### src/rtl/brx_pkg.sv
package brx_pkg;

  typedef enum logic [2:0] {
    BK_NONE  = 3'd0,
    BK_ZERO  = 3'd1,
    BK_NZERO = 3'd2,
    BK_NEG   = 3'd3,
    BK_POS   = 3'd4,
    BK_CALLR = 3'd5,
    BK_CALLA = 3'd6,
    BK_SPARE = 3'd7
  } br_kind_e;

  typedef struct packed {
    logic take;
    logic use_abs;
    logic save_ret;
  } br_dec_t;

endpackage

### src/rtl/brx_cond.sv
module brx_cond
  import brx_pkg::*;
#(
  parameter int XLEN = 32
) (
  input  br_kind_e          kind,
  input  logic [XLEN-1:0]   dval,
  output br_dec_t           dec
);

  localparam int SIGN_BIT = XLEN - 1;

  logic is_zero;
  logic is_neg;

  always_comb begin
    is_zero = (dval == '0);
    is_neg  = dval[SIGN_BIT];
  end

  always_comb begin
    dec = '0;
    unique case (kind)
      BK_ZERO:  dec.take = is_zero;
      BK_NZERO: dec.take = !is_zero;
      BK_NEG:   dec.take = is_neg;
      BK_POS:   dec.take = !is_neg;
      BK_CALLR: begin
        dec.take     = 1'b1;
        dec.save_ret = 1'b1;
      end
      BK_CALLA: begin
        dec.take     = 1'b1;
        dec.use_abs  = 1'b1;
        dec.save_ret = 1'b1;
      end
      default:  dec = '0;
    endcase
  end

endmodule

### src/rtl/brx_target.sv
module brx_target #(
  parameter int XLEN        = 32,
  parameter int OFF_W       = 9,
  parameter int INSN_BYTES  = 4
) (
  input  logic [XLEN-1:0]  pc,
  input  logic [OFF_W-1:0] roff,
  input  logic [XLEN-1:0]  atgt,
  input  logic             use_abs,
  output logic [XLEN-1:0]  seq_pc,
  output logic [XLEN-1:0]  jmp_pc
);

  localparam int             SHIFT = $clog2(INSN_BYTES);
  localparam int             EXT_W = XLEN - OFF_W;
  localparam logic [XLEN-1:0] STEP = XLEN'(INSN_BYTES);

  logic [XLEN-1:0] off_ext;
  logic [XLEN-1:0] off_bytes;
  logic [XLEN-1:0] rel_pc;

  always_comb begin
    off_ext   = {{EXT_W{roff[OFF_W-1]}}, roff};
    off_bytes = off_ext << SHIFT;
    seq_pc    = pc + STEP;
    rel_pc    = seq_pc + off_bytes;
    jmp_pc    = use_abs ? atgt : rel_pc;
  end

endmodule

### src/rtl/brx_out_reg.sv
module brx_out_reg #(
  parameter int XLEN = 32
) (
  input  logic            clk,
  input  logic            rst,
  input  logic            take_d,
  input  logic [XLEN-1:0] npc_d,
  input  logic            we_d,
  input  logic [XLEN-1:0] link_d,
  output logic            take_q,
  output logic [XLEN-1:0] npc_q,
  output logic            we_q,
  output logic [XLEN-1:0] link_q
);

  always_ff @(posedge clk) begin
    if (rst) begin
      take_q <= 1'b0;
      npc_q  <= '0;
      we_q   <= 1'b0;
      link_q <= '0;
    end else begin
      take_q <= take_d;
      npc_q  <= npc_d;
      we_q   <= we_d;
      link_q <= link_d;
    end
  end

endmodule

### src/rtl/brx_branch_unit.sv
module brx_branch_unit
  import brx_pkg::*;
#(
  parameter int XLEN       = 32,
  parameter int OFF_W      = 9,
  parameter int INSN_BYTES = 4
) (
  input  logic              clk,
  input  logic              rst,
  input  logic [2:0]        kind_i,
  input  logic [XLEN-1:0]   pc_i,
  input  logic [XLEN-1:0]   dval_i,
  input  logic [OFF_W-1:0]  roff_i,
  input  logic [XLEN-1:0]   atgt_i,
  output logic              taken_o,
  output logic [XLEN-1:0]   npc_o,
  output logic              link_we_o,
  output logic [XLEN-1:0]   link_o
);

  br_kind_e        kind;
  br_dec_t         dec;
  logic [XLEN-1:0] seq_pc;
  logic [XLEN-1:0] jmp_pc;
  logic [XLEN-1:0] npc_d;

  assign kind = br_kind_e'(kind_i);

  brx_cond #(.XLEN(XLEN)) u_cond (
    .kind (kind),
    .dval (dval_i),
    .dec  (dec)
  );

  brx_target #(
    .XLEN       (XLEN),
    .OFF_W      (OFF_W),
    .INSN_BYTES (INSN_BYTES)
  ) u_tgt (
    .pc      (pc_i),
    .roff    (roff_i),
    .atgt    (atgt_i),
    .use_abs (dec.use_abs),
    .seq_pc  (seq_pc),
    .jmp_pc  (jmp_pc)
  );

  assign npc_d = dec.take ? jmp_pc : seq_pc;

  brx_out_reg #(.XLEN(XLEN)) u_oreg (
    .clk    (clk),
    .rst    (rst),
    .take_d (dec.take),
    .npc_d  (npc_d),
    .we_d   (dec.save_ret),
    .link_d (seq_pc),
    .take_q (taken_o),
    .npc_q  (npc_o),
    .we_q   (link_we_o),
    .link_q (link_o)
  );

endmodule

### config.mk
export PLATFORM = sky130hd
export DESIGN_NAME = brx_branch_unit
export DESIGN_NICKNAME = d
export VERILOG_FILES = /design/src/rtl/brx_pkg.sv /design/src/rtl/brx_cond.sv /design/src/rtl/brx_target.sv /design/src/rtl/brx_out_reg.sv /design/src/rtl/brx_branch_unit.sv
export SDC_FILE = /design/constraint.sdc
export NUM_CORES = 1
export LEC_CHECK = 0
export BUFFER_PORTS_ARGS = -buffer_cell sky130_fd_sc_hd__buf_2
export CAP_MARGIN = 10
export CORE_UTILIZATION = 45
export CTS_CLUSTER_SIZE = 28
export DETAILED_ROUTE_END_ITERATION = 7
export MAX_ROUTING_LAYER = met4
export PLACE_DENSITY = 0.83
export RECOVER_POWER = 100
export SYNTH_ARGS = -nofsm -noshare
export SYNTH_HDL_FRONTEND = slang
export SYNTH_SLANG_ARGS = --single-unit
### constraint.sdc
create_clock -name clk -period 3.1 [get_ports clk]
set_input_delay 0.465 -clock clk [delete_from_list [all_inputs] [get_ports clk]]
set_output_delay 0.465 -clock clk [all_outputs]
set_load 0.02 [all_outputs]
Yosys cells after proc, flatten, opt, wreduce, memory -nomap -nowiden
Index checks and enable logic that the tools add are counted.
{ "totals": {"regBits": 66, "out_inout_bits": 66, "elab_cells": 21} }
{ "op_classes": {"addsub": 2, "eq_ne": 6, "n_mux": 5, "n_reduce_logical": 4} }
{ "op_table": {"columns": ["cell", "n"], "rows": [
  ["$mux W32", 2],
  ["$add A32 B3 Y32 const B", 1],
  ["$add A32 B32 Y32", 1],
  ["$logic_not A32 Y1", 1],
  ["$eq A3 B3 Y1 const B", 3],
  ["$eq A3 B2 Y1 const B", 2],
  ["$pmux W1 S5", 1],
  ["$eq A3 B1 Y1 const B", 1],
  ["$logic_not A1 Y1", 2],
  ["$mux W1", 2],
  ["$reduce_or A2 Y1", 1]
]} }

Longest topological paths before layout
{ "depth": {"depth_word": 4, "mapped_depth": 17} }

By module
Synthesis repeated with hierarchy kept, for this count alone.
{ "hier_totals": {"cells_unflattened": 570, "hier_area_um2": 5038.6} }
{ "by_module_without_submodules": {"columns": ["mod", "n_inst", "cells_each", "area_per_inst_um2", "seq_area_each_um2"], "rows": [
  ["brx_target", 1, 375, 2566.2, 0.0],
  ["brx_out_reg", 1, 139, 1796.7, 1321.3],
  ["brx_branch_unit", 1, 36, 544.3, 0.0],
  ["brx_cond", 1, 20, 131.4, 0.0]
]} }

Least setup slack after synthesis
OpenSTA, ideal clock, no wires.
{ "synth_timing": {"path_kind": "input to register", "start": "in pc_i[2]", "end": "reg u_oreg.npc_q[29]", "setup_time_ns": 0.066, "t_arrival_ns": 3.116, "required_time_ns": 3.034, "path_slack_ns": -0.082, "cell_stages": 15, "n_path_buf": 0, "path_cell_list": "ha_1 nand2_1 nor2_1 nand3_1 xor2_1 inv_1 ha_1 nand2_1 a21oi_1 o41a_1 a31o_1 a21oi_4 and4bb_1 mux2_4 a21oi_2"} }
{ "synth_between": {"elab_chain_len": 4} }
{ "synth_rtl": {"columns": ["item", "line", "text"], "rows": [
  ["start, declared", "brx_branch_unit.sv:11", "input logic [XLEN-1:0] pc_i,"],
  ["$add A32 B3 Y32", "brx_target.sv:25", "seq_pc = pc + STEP;"],
  ["net seq_pc[14]", "brx_branch_unit.sv:23", "logic [XLEN-1:0] seq_pc;"],
  ["$add A32 B32 Y32", "brx_target.sv:26", "rel_pc = seq_pc + off_bytes;"],
  ["$mux W32", "brx_target.sv:27", "jmp_pc = use_abs ? atgt : rel_pc;"],
  ["$mux W32", "brx_branch_unit.sv:48", "assign npc_d = dec.take ? jmp_pc : seq_pc;"],
  ["end signal, assigned", "brx_out_reg.sv:24", "npc_q <= npc_d;"],
  ["end, declared", "brx_out_reg.sv:11", "output logic [XLEN-1:0] npc_q,"]
]} }
The timed path passes the listed nets, and every way through them passes these cells.
A chain may end at the register's enable or synchronous reset.

Worst setup path in the final report
{ "layout_timing": {"start": "in pc_i[2]", "end": "reg u_oreg.npc_q[15]"} }
Same word-level chain as after synthesis.

==> results.sh <==
export IMPL_clk_root_buffer_cell="clkbuf_8"
export IMPL_whs_ns=0.355
export IMPL_vias_per_cell=5.88
export IMPL_final_common_cell="buf_2"
export IMPL_ys_flop_type="dfxtp_1"
export IMPL_die_y_um=101
export IMPL_vias=5796
export IMPL_port_buffers=175
export IMPL_setup_violations=13
export IMPL_power_mw=3.03
export IMPL_crit_path_start_kind="primary input"
export IMPL_p_comb_frac=0.419
export IMPL_clk_pin_slew_ns=0.07
export IMPL_p_per_area_mw_per_mm2=411
export IMPL_rsz0062_at_grt="yes"
export IMPL_synth_area_mm2=0.00442
export IMPL_firstDrtPassIters=6
export IMPL_fillers=587
export IMPL_drt_drc_violations_left=0
export IMPL_areaGrowthSynthToFinish_pct=67.0
export IMPL_finalHoldViolCount=0
export IMPL_grt_usage=0.337
export IMPL_violations="setup timing"
export IMPL_fin_crit_sh=1.05
export IMPL_fin_util=0.788
export IMPL_synth_avg_cell_area_um2=8.17
export IMPL_ys_seq_area_frac=0.299
export IMPL_synth_edf_count=0
export IMPL_crit_path_end_kind="register"
export IMPL_antenna_found_initial=0
export IMPL_max_freq_ghz=0.309
export IMPL_antenna_cells=0
export IMPL_drt_total_wl_um=19800
export IMPL_pin_count=176
export IMPL_nets=998
export IMPL_synthArstFlopShare=0
export IMPL_numCtsBuffers=9
export IMPL_drv_cap=0
export IMPL_cts_sinks=66
export IMPL_path_max_fanout=4
export IMPL_gp_congestion=0.985
export IMPL_clkPwrFrac=0.268
export IMPL_ys_seq_elements=66
export IMPL_synth_xor_area_frac=0.105
export IMPL_vdd_drop_max_mv=0.289
export IMPL_dieWidth_um=101
export IMPL_required_ns=3.36
export IMPL_synth_simple_area_share=0.201
export IMPL_leakage_nw=3.45
export IMPL_routedWlPerCell_um=20.1
export IMPL_hpwl_um=13100
export IMPL_syn_instance_count=541
export IMPL_crit_arrival_ns=3.50
export IMPL_yosys_warnings=0
export IMPL_max_stage_delay_ns=0.35
export IMPL_rows=35
export IMPL_grt_max_degree=47
export IMPL_slew_headroom=0.378
export IMPL_netlist_area_leader_share=0.299
export IMPL_grt_pass1_wl_um=25500
export IMPL_cts_tree="yes"
export IMPL_drive_gt1_frac=0.513
export IMPL_synth_compound_area_frac=0.237
export IMPL_drtIter0Drc=600
export IMPL_antenna_left=0
export IMPL_drv_slew=0
export IMPL_synth_area_leaders="dfxtp_1 (30%), ha_1 (10%), xnor2_1 (6.3%)"
export IMPL_switching_share=0.351
export IMPL_min_period_ns=3.24
export IMPL_status="complete, but fails checks"
export IMPL_grt_pass1_vias=5042
export IMPL_stdcell_count=985
export IMPL_ctsHoldBuffers=0
export IMPL_internal_power_mw=1.97
export IMPL_p_sw_mw=1.06
export IMPL_p_seq_frac=0.312
export IMPL_layout_common_cells="buf_2 (167), buf_4 (138), dfxtp_1 (66)"
export IMPL_post_synth_top_area_cell="dfxtp_1"
export IMPL_synth_top_family_by_area="compound AO/OA/AOI/OAI gates"
export IMPL_yosys_cell_types_count=63
export IMPL_yosys_area_share_adder=0.106
export IMPL_crit_slowest_cell="o31ai_4"
export IMPL_setup_ws_ns=-0.141
export IMPL_criticalPathCategory="in2reg"
export IMPL_hold_path_class="in2reg"
export IMPL_path_cells="buf_4 -> ha_4 -> nand2_1 -> nor2_1 -> xnor2_2 -> inv_1 -> ha_1 -> nand2_1 -> o21ai_0 -> o21ai_1 -> buf_4 -> o31ai_4 -> buf_4 -> a31oi_1 -> xnor2_1 -> nand2_1 -> a311oi_2"
export IMPL_syn_num_nets=688
export IMPL_worstMarginPinSlew_ns=0.932
export IMPL_fp_dieArea_mm2=0.0102
export IMPL_place_inst=954
export IMPL_overflow=0
export IMPL_muxShareOfSynthArea=0.0105
export IMPL_core_mm2=0.00937
export IMPL_ctsLongestPathBuffers=2
export IMPL_htree_num_levels=3
export IMPL_start_util=0.472
[metal layers]
metal / GRT usage / routed length (µm) / vias up
met5: - / 0 / -
met1: 0.436 / 7750 / 2733
met3: 0.0506 / 1920 / 104
met2: 0.538 / 9060 / 405
met4: 0.109 / 1030 / 0
li1: - / - / 2554
[power by group through the flow]
| stage | clock (mW) | sequential (mW) | combinational (mW) |
|---|---|---|---|
| global route | 0.843 | 0.952 | 1.34 |
| CTS | 0.794 | 0.944 | 1.08 |
| finish | 0.815 | 0.948 | 1.27 |
| floorplan | 0 | 1.06 | 0.473 |
| detailed placement | 0 | 0.963 | 1.05 |
| global placement | 0 | 0.962 | 1.02 |
[synth_stat cells (14+ instances only)]
master / instances
nand4_1: 16
nand2_1: 44
nand3_1: 14
xor2_1: 21
clkbuf_1: 16
inv_1: 25
o21ai_0: 17
xnor2_1: 32
nor2b_1: 14
nor2_1: 62
dfxtp_1: 66
a211oi_1: 27
a21oi_1: 41
ha_1: 36
[cell type report]
cell class,instances,area [µm²],share of cell area
Multi-Input combinational cell,428,3530,0.478
Sequential cell,66,1320,0.179
Inverter,25,93.8,0.0127
Clock buffer,11,141,0.0191
Tap cell,129,161,0.0219
Clock inverter,5,77.6,0.0105
Timing Repair Buffer,321,2060,0.279
[registers in the layout (all words and copies together), names as in the netlist]
name           count
u_oreg.npc_q      32
u_oreg.take_q      1
u_oreg.we_q        1
u_oreg.link_q     32
[final timing paths]
check / depth (start not counted) / startpoint / end
hold / removal: 2 / pc_i[0] / u_oreg.link_q[0]
setup / recovery: 17 / pc_i[2] / u_oreg.npc_q[15]
[what timing repair did]
action	in CTS	in global routing
gates cloned	0	0
pin swaps	17	65
gates resized for setup	20	103
setup endpoints to repair	13	17
buffers inserted	3	13
hold endpoints to repair	0	0
[through the flow]
step	setup slack, ns	cell area, µm²	TNS, ns
detailed placement	-0.663	6410	-7.19
global route	-0.276	7380	-2.10
floorplan	-0.0490	4470	-0.0579
global placement	-0.578	6410	-5.73
finish	-0.141	7380	-0.644
CTS	0.00253	6770	0
[cell families after synthesis]
group,count (synthesis)
flip-flops,66
buffers and inverters,47
AO/OA/AOI/OAI,150
XOR/XNOR,53
AND/OR/NAND/NOR,184
multiplexers,4
adder cells (fa/ha/maj),37
[critical path: cells and delay by family]
family / cells / cell delay (ns)
xor+xnor: 2 / 0.37
simple gates: 4 / 0.58
compound gates: 5 / 1.03
fa+ha+maj: 2 / 0.47
buf+inv: 4 / 0.58
(Power assumes the default switching activity.)
